$ cat src/rtl/memsize_probe.sv
module memsize_probe #(
  parameter int unsigned      AW         = 32,
  parameter int unsigned      DW         = 32,
  parameter logic [AW-1:0]    MAX_BYTES  = 32'h0100_0000,
  parameter logic [AW-1:0]    BASE_ADDR  = '0,
  parameter logic [AW-1:0]    DUMMY_ADDR = 32'hFFF0_0000,
  parameter logic [DW-1:0]    PAT_A      = 32'h5555_AAAA,
  parameter logic [DW-1:0]    PAT_B      = 32'hAAAA_5555
) (
  input  logic          clk,
  input  logic          rst_n,
  input  logic          start,
  output logic          bus_req,
  output logic          bus_we,
  output logic [AW-1:0] bus_addr,
  output logic [DW-1:0] bus_wdata,
  input  logic [DW-1:0] bus_rdata,
  input  logic          bus_ack,
  output logic          done,
  output logic          size_valid,
  output logic [AW-1:0] size_bytes
);
  localparam logic [AW-1:0] FIRST_OFS = AW'(DW / 8);

  typedef enum logic [3:0] {
    S_IDLE, S_SAVE, S_WA, S_DA, S_RA, S_WB, S_DB, S_RB,
    S_STEP, S_RT, S_W0, S_R0, S_RT2, S_REST
  } st_t;

  st_t           st;
  logic [DW-1:0] saved, tmp;
  logic [AW-1:0] ofs, res_sz;
  logic          res_v;

  assign bus_req = (st != S_IDLE) && (st != S_STEP);
  assign bus_we  = (st == S_WA) || (st == S_WB) || (st == S_W0) || (st == S_REST);

  always_comb begin
    case (st)
      S_DA, S_DB:  bus_addr = DUMMY_ADDR;
      S_RT, S_RT2: bus_addr = BASE_ADDR + ofs;
      default:     bus_addr = BASE_ADDR;
    endcase
    case (st)
      S_WA:    bus_wdata = PAT_A;
      S_WB:    bus_wdata = PAT_B;
      S_W0:    bus_wdata = ~tmp;
      S_REST:  bus_wdata = saved;
      default: bus_wdata = '0;
    endcase
  end

  always_ff @(posedge clk) begin
    if (!rst_n) begin
      st         <= S_IDLE;
      saved      <= '0;
      tmp        <= '0;
      ofs        <= '0;
      res_sz     <= '0;
      res_v      <= 1'b0;
      done       <= 1'b0;
      size_valid <= 1'b0;
      size_bytes <= '0;
    end else begin
      done <= 1'b0;
      case (st)
        S_IDLE: if (start) st <= S_SAVE;
        S_SAVE: if (bus_ack) begin saved <= bus_rdata; st <= S_WA; end
        S_WA:   if (bus_ack) st <= S_DA;
        S_DA:   if (bus_ack) st <= S_RA;
        S_RA: if (bus_ack) begin
          if (bus_rdata != PAT_A) begin
            res_sz <= '0; res_v <= 1'b1; st <= S_REST;
          end else st <= S_WB;
        end
        S_WB:   if (bus_ack) st <= S_DB;
        S_DB:   if (bus_ack) st <= S_RB;
        S_RB: if (bus_ack) begin
          if (bus_rdata != PAT_B) begin
            res_sz <= '0; res_v <= 1'b1; st <= S_REST;
          end else begin
            ofs <= FIRST_OFS; st <= S_STEP;
          end
        end
        S_STEP: begin
          if (ofs >= MAX_BYTES) begin
            res_sz <= MAX_BYTES; res_v <= 1'b0; st <= S_REST;
          end else st <= S_RT;
        end
        S_RT:   if (bus_ack) begin tmp <= bus_rdata; st <= S_W0; end
        S_W0:   if (bus_ack) st <= S_R0;
        S_R0:   if (bus_ack) begin tmp <= bus_rdata; st <= S_RT2; end
        S_RT2: if (bus_ack) begin
          if (bus_rdata == tmp) begin
            res_sz <= ofs; res_v <= 1'b1; st <= S_REST;
          end else begin
            ofs <= ofs << 1; st <= S_STEP;
          end
        end
        S_REST: if (bus_ack) begin
          done       <= 1'b1;
          size_bytes <= res_sz;
          size_valid <= res_v;
          st         <= S_IDLE;
        end
        default: st <= S_IDLE;
      endcase
    end
  end
endmodule

$ cat config.mk
export PLATFORM = sky130hd
export DESIGN_NAME = memsize_probe
export DESIGN_NICKNAME = d
export VERILOG_FILES = /design/src/rtl/memsize_probe.sv
export SDC_FILE = /design/constraint.sdc
export NUM_CORES = 1
export LEC_CHECK = 0
export ABC_AREA = 0
export CORE_ASPECT_RATIO = 1.75
export CORE_UTILIZATION = 40
export CTS_CLUSTER_SIZE = 12
export DETAILED_ROUTE_END_ITERATION = 8
export PLACE_DENSITY = 0.71
export SLEW_MARGIN = 20
export SYNTH_ARGS = -nofsm -noshare
export SYNTH_HDL_FRONTEND = slang
export SYNTH_SLANG_ARGS = --single-unit
$ cat constraint.sdc
create_clock -name clk -period 6.5 [get_ports clk]
set_clock_uncertainty 0.15 [all_clocks]
set_input_delay 1.3 -clock clk [delete_from_list [all_inputs] [get_ports clk]]
set_output_delay 1.3 -clock clk [all_outputs]
set_load 0.01 [all_outputs]
# Word-level counts from Yosys, hierarchy flattened
# Index checks and enable logic that the tools add are counted.
[classes]
n_reduce_logical = 18
n_mul = 0
shifts = 0
addsub = 0
magnitude_cmp = 1
mux = 42
eq_ne = 36
div_mod_pow = 0
n_bitwise = 1
[op_table]
columns = ["operator", "count"]
rows = [
  ["$mux 32", 11],
  ["$pmux 32 s4", 2],
  ["$pmux 32 s2", 2],
  ["$mux 4", 14],
  ["$pmux 4 s14", 1],
  ["$ne 2x2->1 const B", 19],
  ["$eq 32x32->1", 1],
  ["$ge 32x25->1 const B", 1],
  ["$ne 32x31->1 const B", 1],
  ["$ne 32x32->1 const B", 1],
  ["$not 32->32", 1],
  ["$eq 4x4->1 const B", 6],
  ["$eq 4x3->1 const B", 4],
  ["$reduce_and 13->1", 1],
  ["$mux 3", 3],
  ["$eq 4x2->1 const B", 2],
  ["$mux 1", 8],
  ["$reduce_and 2->1", 4],
  ["$reduce_and 8->1", 1],
  ["$reduce_bool 4->1", 2],
  ["$reduce_or 2->1", 3],
  ["$reduce_and 5->1", 1],
  ["$eq 4x1->1 const B", 1],
  ["$logic_not 4->1", 1],
  ["other kinds (5)", 7],
]
[word_totals]
ram_bits = 0
latch_bits = 0
input_bits = 36
mem_bits_ro = 0
word_cells = 107
register_bits = 167
n_memories = 0

# Logic depth before layout (Yosys ltp)
# Gate-level depths: netlist of the first run.
[depth]
word_depth = 4
mapped_depth = 8
mapped_depth_nobuf = 6

# Least setup slack after synthesis of the first run
# OpenSTA, ideal clock, no wires.
[synth_timing]
kind = "input to register"
start = "input port bus_rdata[13]"
end = "register ofs[2]"
n_path_buf = 1
path_stages = 7
setup_time_ns = 0.116
slack_ns = 3.289
t_arrival_ns = 2.945
required_ns = 6.234
cell_sequence = "xnor2_1 > nand4_1 > or4_1 > nor4_4 > nor3_1 > clkbuf_1 > o211a_1"
[synth_between]
elab_chain_len = 3
word_cells_on_any_way = 5
[synth_rtl]
columns = ["element", "line", "text"]
rows = [
  ["from (decl)", "17", "input logic [DW-1:0] bus_rdata,"],
  ["$eq 32x32->1 or $ne 32x32->1 (tied branches)", "94, 79", ""],
  ["$ne 2x2->1 (no line)", "n/a", ""],
  ["$reduce_and 5->1 (no line) (*)", "n/a", ""],
  ["to (signal assigned)", "58", "ofs <= '0;"],
  ["to (signal assigned)", "82", "ofs <= FIRST_OFS; st <= S_STEP;"],
  ["to (signal assigned)", "97", "ofs <= ofs << 1; st <= S_STEP;"],
  ["to (decl)", "32", "logic [AW-1:0] ofs, res_sz;"],
]
# Mark *: on every way between the ends. The rest lies on a longest branch, timed or not.
# A chain may end at the register's enable or synchronous reset.

# Worst setup path after layout of the first run
[layout_timing]
start = "register st[3]"
end = "output port bus_wdata[0]"
[layout_between]
elab_chain_len = 2
word_cells_on_any_way = 5
[layout_rtl]
columns = ["element", "line", "text"]
rows = [
  ["from (decl)", "30", "st_t st;"],
  ["from (signal assigned)", "55", "st <= S_IDLE;"],
  ["from (signal assigned)", "67", "S_IDLE: if (start) st <= S_SAVE;"],
  ["from (signal assigned)", "68", "S_SAVE: if (bus_ack) begin saved <= bus_rdata; st <= S_WA; end"],
  ["$eq 4x4->1, or another cell as far along", "44", "case (st)"],
  ["$pmux 32 s4 (*)", "44", ""],
  ["to (decl)", "16", "output logic [DW-1:0] bus_wdata,"],
]
# Marks and branches as above.

==> results of run 1 <==
==> final timing paths <==
kind               from              to  slack, ps  cells after the start
max               st[3]    bus_wdata[0]       1800                      4
min          res_sz[15]  size_bytes[15]        300                      2
max reg2reg       st[3]         ofs[24]       2300                      6
min reg2reg  res_sz[15]  size_bytes[15]        300                      2
==> state kept, by name (all words and copies together), names as in the netlist <==
name,flops
done,1
ofs,30
res_sz,30
res_v,1
saved,32
size_bytes,30
size_valid,1
st,4
tmp,32
==> cells in the final DEF (no fill, tap or decap), types with 15 or more instances in the layout <==
master           synthesis  routed
clkbuf_16                0      17
mux2i_1                 31      31
a22o_1                  16      16
and2_1                  18      18
nor2b_1                 17      17
xor2_1                  15      15
nand2_1                277     277
xnor2_1                 18      18
clkdlybuf4s50_1          0     130
nand3_1                 34      34
a21oi_1                102     102
dfxtp_1                161     161
o22ai_1                 46      46
==> layer usage <==
metal	wire [um]	GRT usage (%)	part of all wire, %	vias up
met5	0	0	0	-
met4	903	12.00	4.3	0
met3	929	4.822	4.4	56
met2	11240	41.69	54	238
met1	7851	23.80	38	3210
li1	-	-	-	3296
==> tightest hold or removal path, cell delays in order, from the launching register on <==
cell and delay [ps]:
dfxtp_1 310, nand2_1 50, a21oi_1 50
==> metrics by stage <==
stage / power (uW) / hold slack [ps] / setup slack [ps] / utilization (%) / instance area (um2)
finish: 2432 / 301.5 / 1797 / 52.88 / 9274
global route: 2517 / 321.3 / 1664 / 52.88 / 9274
CTS: 2445 / 302.0 / 1813 / 52.85 / 9269
detailed placement: 1343 / 292.3 / 1784 / 49.21 / 8630
global placement: 1341 / 288.0 / 1871 / 49.21 / 8630
floorplan: 1212 / 278.2 / 3289 / - / 7224
==> area by class of cell <==
| class | instances | area, um2 | share of cell area (%) |
|---|---|---|---|
| multi-input cells | 676 | 3704 | 39.94 |
| flip-flops and latches | 161 | 3223 | 34.75 |
| repair buffers | 143 | 1396 | 15.06 |
| clock buffers | 17 | 425.4 | 4.587 |
| well taps | 231 | 289.0 | 3.117 |
| clock inverters | 15 | 214.0 | 2.307 |
| inverters | 6 | 22.52 | 0.2428 |
==> power groups by stage <==
stage | combinational, uW | clock (uW) | sequential, uW
4_1_cts | 292 | 1120 | 1030
3_3_place_gp | 289 | 0 | 1050
2_1_floorplan | 172 | 0 | 1040
6_report | 294 | 1110 | 1030
3_5_place_dp | 290 | 0 | 1050
5_1_grt | 315 | 1170 | 1030
==> synthesized netlist by cell type <==
master and count:
a211o_1 1, a211oi_1 2, a21o_1 12, a21oi_1 102, a22o_1 16, a31oi_1 1, and2_1 18, and3_1 2
and4b_1 2, and4bb_2 1, buf_2 3, buf_4 7, clkbuf_1 65, conb_1 1, dfxtp_1 161, inv_1 5
inv_2 1, mux2i_1 31, nand2_1 277, nand2b_1 6, nand3_1 34, nand3b_1 1, nand4_1 8, nor2_1 13
nor2b_1 17, nor3_1 6, nor3b_1 2, nor4_1 4, nor4_4 1, nor4b_1 2, nor4bb_1 12, o2111ai_1 1
o211a_1 2, o211ai_1 1, o21ai_0 6, o21ai_1 1, o221ai_1 1, o22ai_1 46, o31ai_1 1, or2_2 3
or3_1 3, or4_1 3, xnor2_1 18, xor2_1 15
==> logic make-up after synthesis <==
group	count (synthesis)	share of synthesized area, %
xor gates and xnor gates	33	4.007
buffers and inverters	81	4.631
and+or+nand+nor	415	26.44
DFF	161	44.68
AOI/OAI and AO/OA	193	15.89
other	1	0.05199
muxes	31	4.302
==> metrics.txt, run 1 <==
Crit Path Max Fanout 20; Ports 136; register area share after synthesis 44.68%; gr usage total 22.64%; GPL Wtd Cong 0.8554; kind of critical path register to output port; Area Overhead vs Synth 28.57%; Mapped Avg Cell Area 7.883 um2; CP max-delay cell dfxtp_1; max cap viols 0; Yosys reg bits 161; CP required 5050 ps; Slew headroom 35.10%; final WL 20.93 mm; vias in the first global route 6513; CP Capture Type output port; Clk pwr share 45.6%; I/O Buffers 131; first drt pass iteration count 5; Num CTS Buffers 17; first-pass GRT wire length 33.45 mm; # DRC 0; number of fill cells 1666; layout cells sized above 1 5.599%; DRT iter0 DRCs 258; Hold Crit Class register to register; synthesized area 0.007213 mm2; LEAKAGE 0.003434 uW; cell count after placement 1217; gr ovfl total 0; Site Rows 64; CTS max path bufs 2; Post-CTS Setup Inserts 0; Worst Path Buf+Inv 1; share of the synthesized area in the top cell type 44.68%; largest net degree at the start of global routing 98; die height 179.6 um; Core Box Area 0.01754 mm2; Final Critical Period 4703 ps; post-synth top area cell dfxtp_1; Final ANT Viol Nets 0; setup TNS 0 ps; Setup crit start kind register; crit-path cells nor2b_1 -> nand3_1 -> o22ai_1 -> clkdlybuf4s50_1; Fin. Hold Viols 0; CTS tree built; Arr. time, crit path 3250 ps; starting density of the core 41.13%; sequential group share of total power 42.4%; CP max stage delay 770 ps; switch share 26.31%; measured slew at the worst slew-check pin 973.6 ps; final slew viol count 0; die area 0.01860 mm2; DP HPWL 14.15 mm; fmax 0.2126 GHz; Cell variety after synth 44; status finished, final reports clean; final std cells w/o fill 1249; initial antenna violation count 0; dominant cells by area after synthesis dfxtp_1, nand2_1, a21oi_1; cell family contributing the most delay on the critical path simple AND/OR/NAND/NOR gates; maximum vdd drop 0.0001668 V; Combinational Power Share 12.1%; drt wl/cell 16.75 um; Synth Warn # 0; die span in x 103.5 um; setup violators final 0; clock latency on the worst-skew pair 420 ps; Syn Inst Count 915; CTS Hold Buffers Added 0; PwrDens 262.3 mW/mm2; Period Utilization, post-route 72.36%; DR vias 6800; TritonCTS Sinks 161; NetSw 639.9 uW; number of antenna diodes 0; H-tree level count 4; CTS Root Cell clkbuf_16; Final nets 1041; RSZ-0062 raised after global routing false; Clock transition at path regs 70 ps; Vias/cell 5.444; post_cts resized 0; internal power 1793 uW
Power figures use the tool's default switching activity.
==> inputs of run 2 (changes only) <==
PLACE_DENSITY = 0.73   (was 0.71)
clock period = 3.8 ns   (was 6.5 ns; I/O delays follow)
==> run 2 against run 1 <==
Combinational power grew 84%. Die area is the same. Critical path depth grew 1. Critical path type unchanged. Largest cell class unchanged. Highest routed layer unchanged.
==> metrics.txt, run 2 (synthesized netlist as in run 1, its figures left out) <==
worst hold slack 298.2 ps (was 301.5 ps); CTS Root Cell clkbuf_16 (unchanged); Num CTS Buffers 17 (unchanged); starting density of the core 41.13% (unchanged); Arr. time, crit path 2710 ps (was 3250 ps); max cap viols 0 (unchanged); # DRC 0 (unchanged); RSZ-0062 raised after global routing false (unchanged); Post-Place Worst Slack -132.2 ps (was 1784 ps); number of antenna diodes 0 (unchanged); CP max stage delay 830 ps (was 770 ps); commonest cells after routing, fill and taps aside nand2_1, dfxtp_1, clkdlybuf4s50_1 (unchanged); internal power 2940 uW (was 1793 uW); measured slew at the worst slew-check pin 888.8 ps (was 973.6 ps); cell family contributing the most delay on the critical path flip-flops (was simple AND/OR/NAND/NOR gates); gr ovfl total 0 (unchanged); DP HPWL 14.74 mm (was 14.15 mm); Fin. Hold Viols 0 (unchanged); drt wl/cell 16.64 um (was 16.75 um); Post-CTS Setup Inserts 0 (unchanged); crit-path cells nand2_1 -> nor2_1 -> buf_4 -> a22o_1 -> clkdlybuf4s50_1 (was nor2b_1 -> nand3_1 -> o22ai_1 -> clkdlybuf4s50_1); TritonCTS Sinks 161 (unchanged); DR vias 6897 (was 6800); vias in the first global route 6562 (was 6513); clock latency on the worst-skew pair 420 ps (about the same); status finished, final reports clean (unchanged); commonest non-fill, non-tap cell in the layout nand2_1 (unchanged); I/O Buffers 131 (unchanged); switch share 26.69% (was 26.31%); Clk pwr share 42.7% (was 45.6%); Core Box Area 0.01754 mm2 (unchanged); setup violators final 0 (unchanged); post-route cell area 0.009547 mm2 (was 0.009274 mm2); first drt pass iteration count 5 (unchanged); final slew viol count 0 (unchanged); Site Rows 64 (unchanged); CP max-delay cell dfxtp_1 (unchanged); Area Overhead vs Synth 32.35% (was 28.57%); Slew headroom 40.75% (was 35.10%); gr usage total 23.07% (was 22.64%); Final Critical Period 3616 ps; CTS Hold Buffers Added 0 (unchanged); GPL Wtd Cong 0.8735 (was 0.8554); Vias/cell 5.351 (was 5.444); Setup crit start kind register (unchanged); initial antenna violation count 0 (unchanged); biggest regs saved (32), tmp (32) (unchanged); largest net degree at the start of global routing 97 (was 98); first-pass GRT wire length 33.93 mm (was 33.45 mm); Placed Area 0.008952 mm2 (was 0.008630 mm2); maximum vdd drop 0.0002537 V (was 0.0001668 V); CTS tree built (unchanged); CP required 2890 ps (was 5050 ps); Crit Path Max Fanout 20 (unchanged); post_cts resized 0 (unchanged); Final ANT Viol Nets 0 (unchanged); LEAKAGE 0.003603 uW (was 0.003434 uW); kind of critical path register to output port (unchanged); PwrDens 420.1 mW/mm2 (was 262.3 mW/mm2); setup ws final 184.2 ps (was 1797 ps); CTS max path bufs 2 (unchanged); Hold Crit Class register to register (unchanged); number of fill cells 1602 (was 1666); final WL 21.46 mm (was 20.93 mm); die height 179.6 um (unchanged); total power 4011 uW (was 2432 uW); die span in x 103.5 um (unchanged); Ports 136 (unchanged); NetSw 1071 uW (was 639.9 uW); CP Capture Type output port (unchanged); sequential group share of total power 43.8% (was 42.4%); layout cells sized above 1 9.074% (was 5.599%); fmax 0.2766 GHz; H-tree level count 4 (unchanged); Worst Path Buf+Inv 2 (was 1); Period Utilization, post-route 95.15%; Final nets 1081 (was 1041); setup TNS 0 ps (unchanged); DRT iter0 DRCs 312 (was 258); Clock transition at path regs 70 ps (about the same); die area 0.01860 mm2 (unchanged); Combinational Power Share 13.5% (was 12.1%)
==> run 2: cell count changes in the layout (fill, tap and decap cells not counted) <==
| cell | before | now |
|---|---|---|
| nor2_1 | 11 | 12 |
| inv_8 | 2 | 1 |
| buf_12 | 0 | 2 |
| clkinv_4 | 0 | 1 |
| nor2_4 | 1 | 0 |
| nor3_2 | 3 | 2 |
| bufinv_16 | 4 | 1 |
| inv_6 | 7 | 5 |
| clkinvlp_4 | 0 | 3 |
| clkbuf_8 | 0 | 3 |
| buf_4 | 12 | 50 |
| nor3_4 | 0 | 1 |
| clkinv_2 | 2 | 1 |
==> run 2: area by class of cell <==
class	instances	area (um2)	area share, %
clock buffer	20	466.7	4.889
clock inverter	12	121.4	1.271
inverter	6	22.52	0.2359
multi-input combinational	676	3702	38.78
sequential	161	3223	33.76
tap	231	289.0	3.028
timing repair buffer	183	1722	18.03
==> run 2: worst paths after layout <==
| path | from | end | slack [ps] | cells after the start |
|---|---|---|---|---|
| setup / recovery | st[3] | bus_wdata[22] | 180 | 5 |
| hold / removal | res_v | size_valid | 300 | 2 |
| setup reg to reg | st[3] | ofs[7] | 670 | 8 |
| hold reg to reg | res_v | size_valid | 300 | 2 |
==> run 2: stage by stage <==
stage	instances	util, %
floorplan	918	-
detailed placement	1257	51.05
global placement	1257	51.05
global route	1289	54.44
finish	1289	54.44
CTS	1289	54.40
==> run 2: per-layer routing <==
| layer | global-route usage, % | wire (um) |
|---|---|---|
| met4 | 13.04 | 964 |
| met3 | 4.025 | 1008 |
| met5 | 0 | 0 |
| met2 | 43.52 | 11590 |
| met1 | 23.60 | 7893 |
==> run 2: worst reg2reg max path, cell delays in order (launching register included) <==
cell	delay [ps]
dfxtp_1	830
and4bb_2	360
nand3_1	110
or4_1	470
nor4_4	400
buf_4	220
or3_1	150
buf_12	180
o22ai_1	110
==> run 2: power groups by stage <==
stage                     Clock (uW)  Sequential [uW]  Combinational (uW)
final                           1710             1760                 542
after floorplan                    0             1780                 294
after CTS                       1740             1750                 538
after detailed placement           0             1790                 535
after global routing            1820             1760                 576
after global placement             0             1790                 534
==> inputs of run 3 (changes only) <==
CTS_CLUSTER_SIZE = not set   (was 12)
==> results of run 3 <==
Final layout, timing and power as in run 2 (identical DEF).
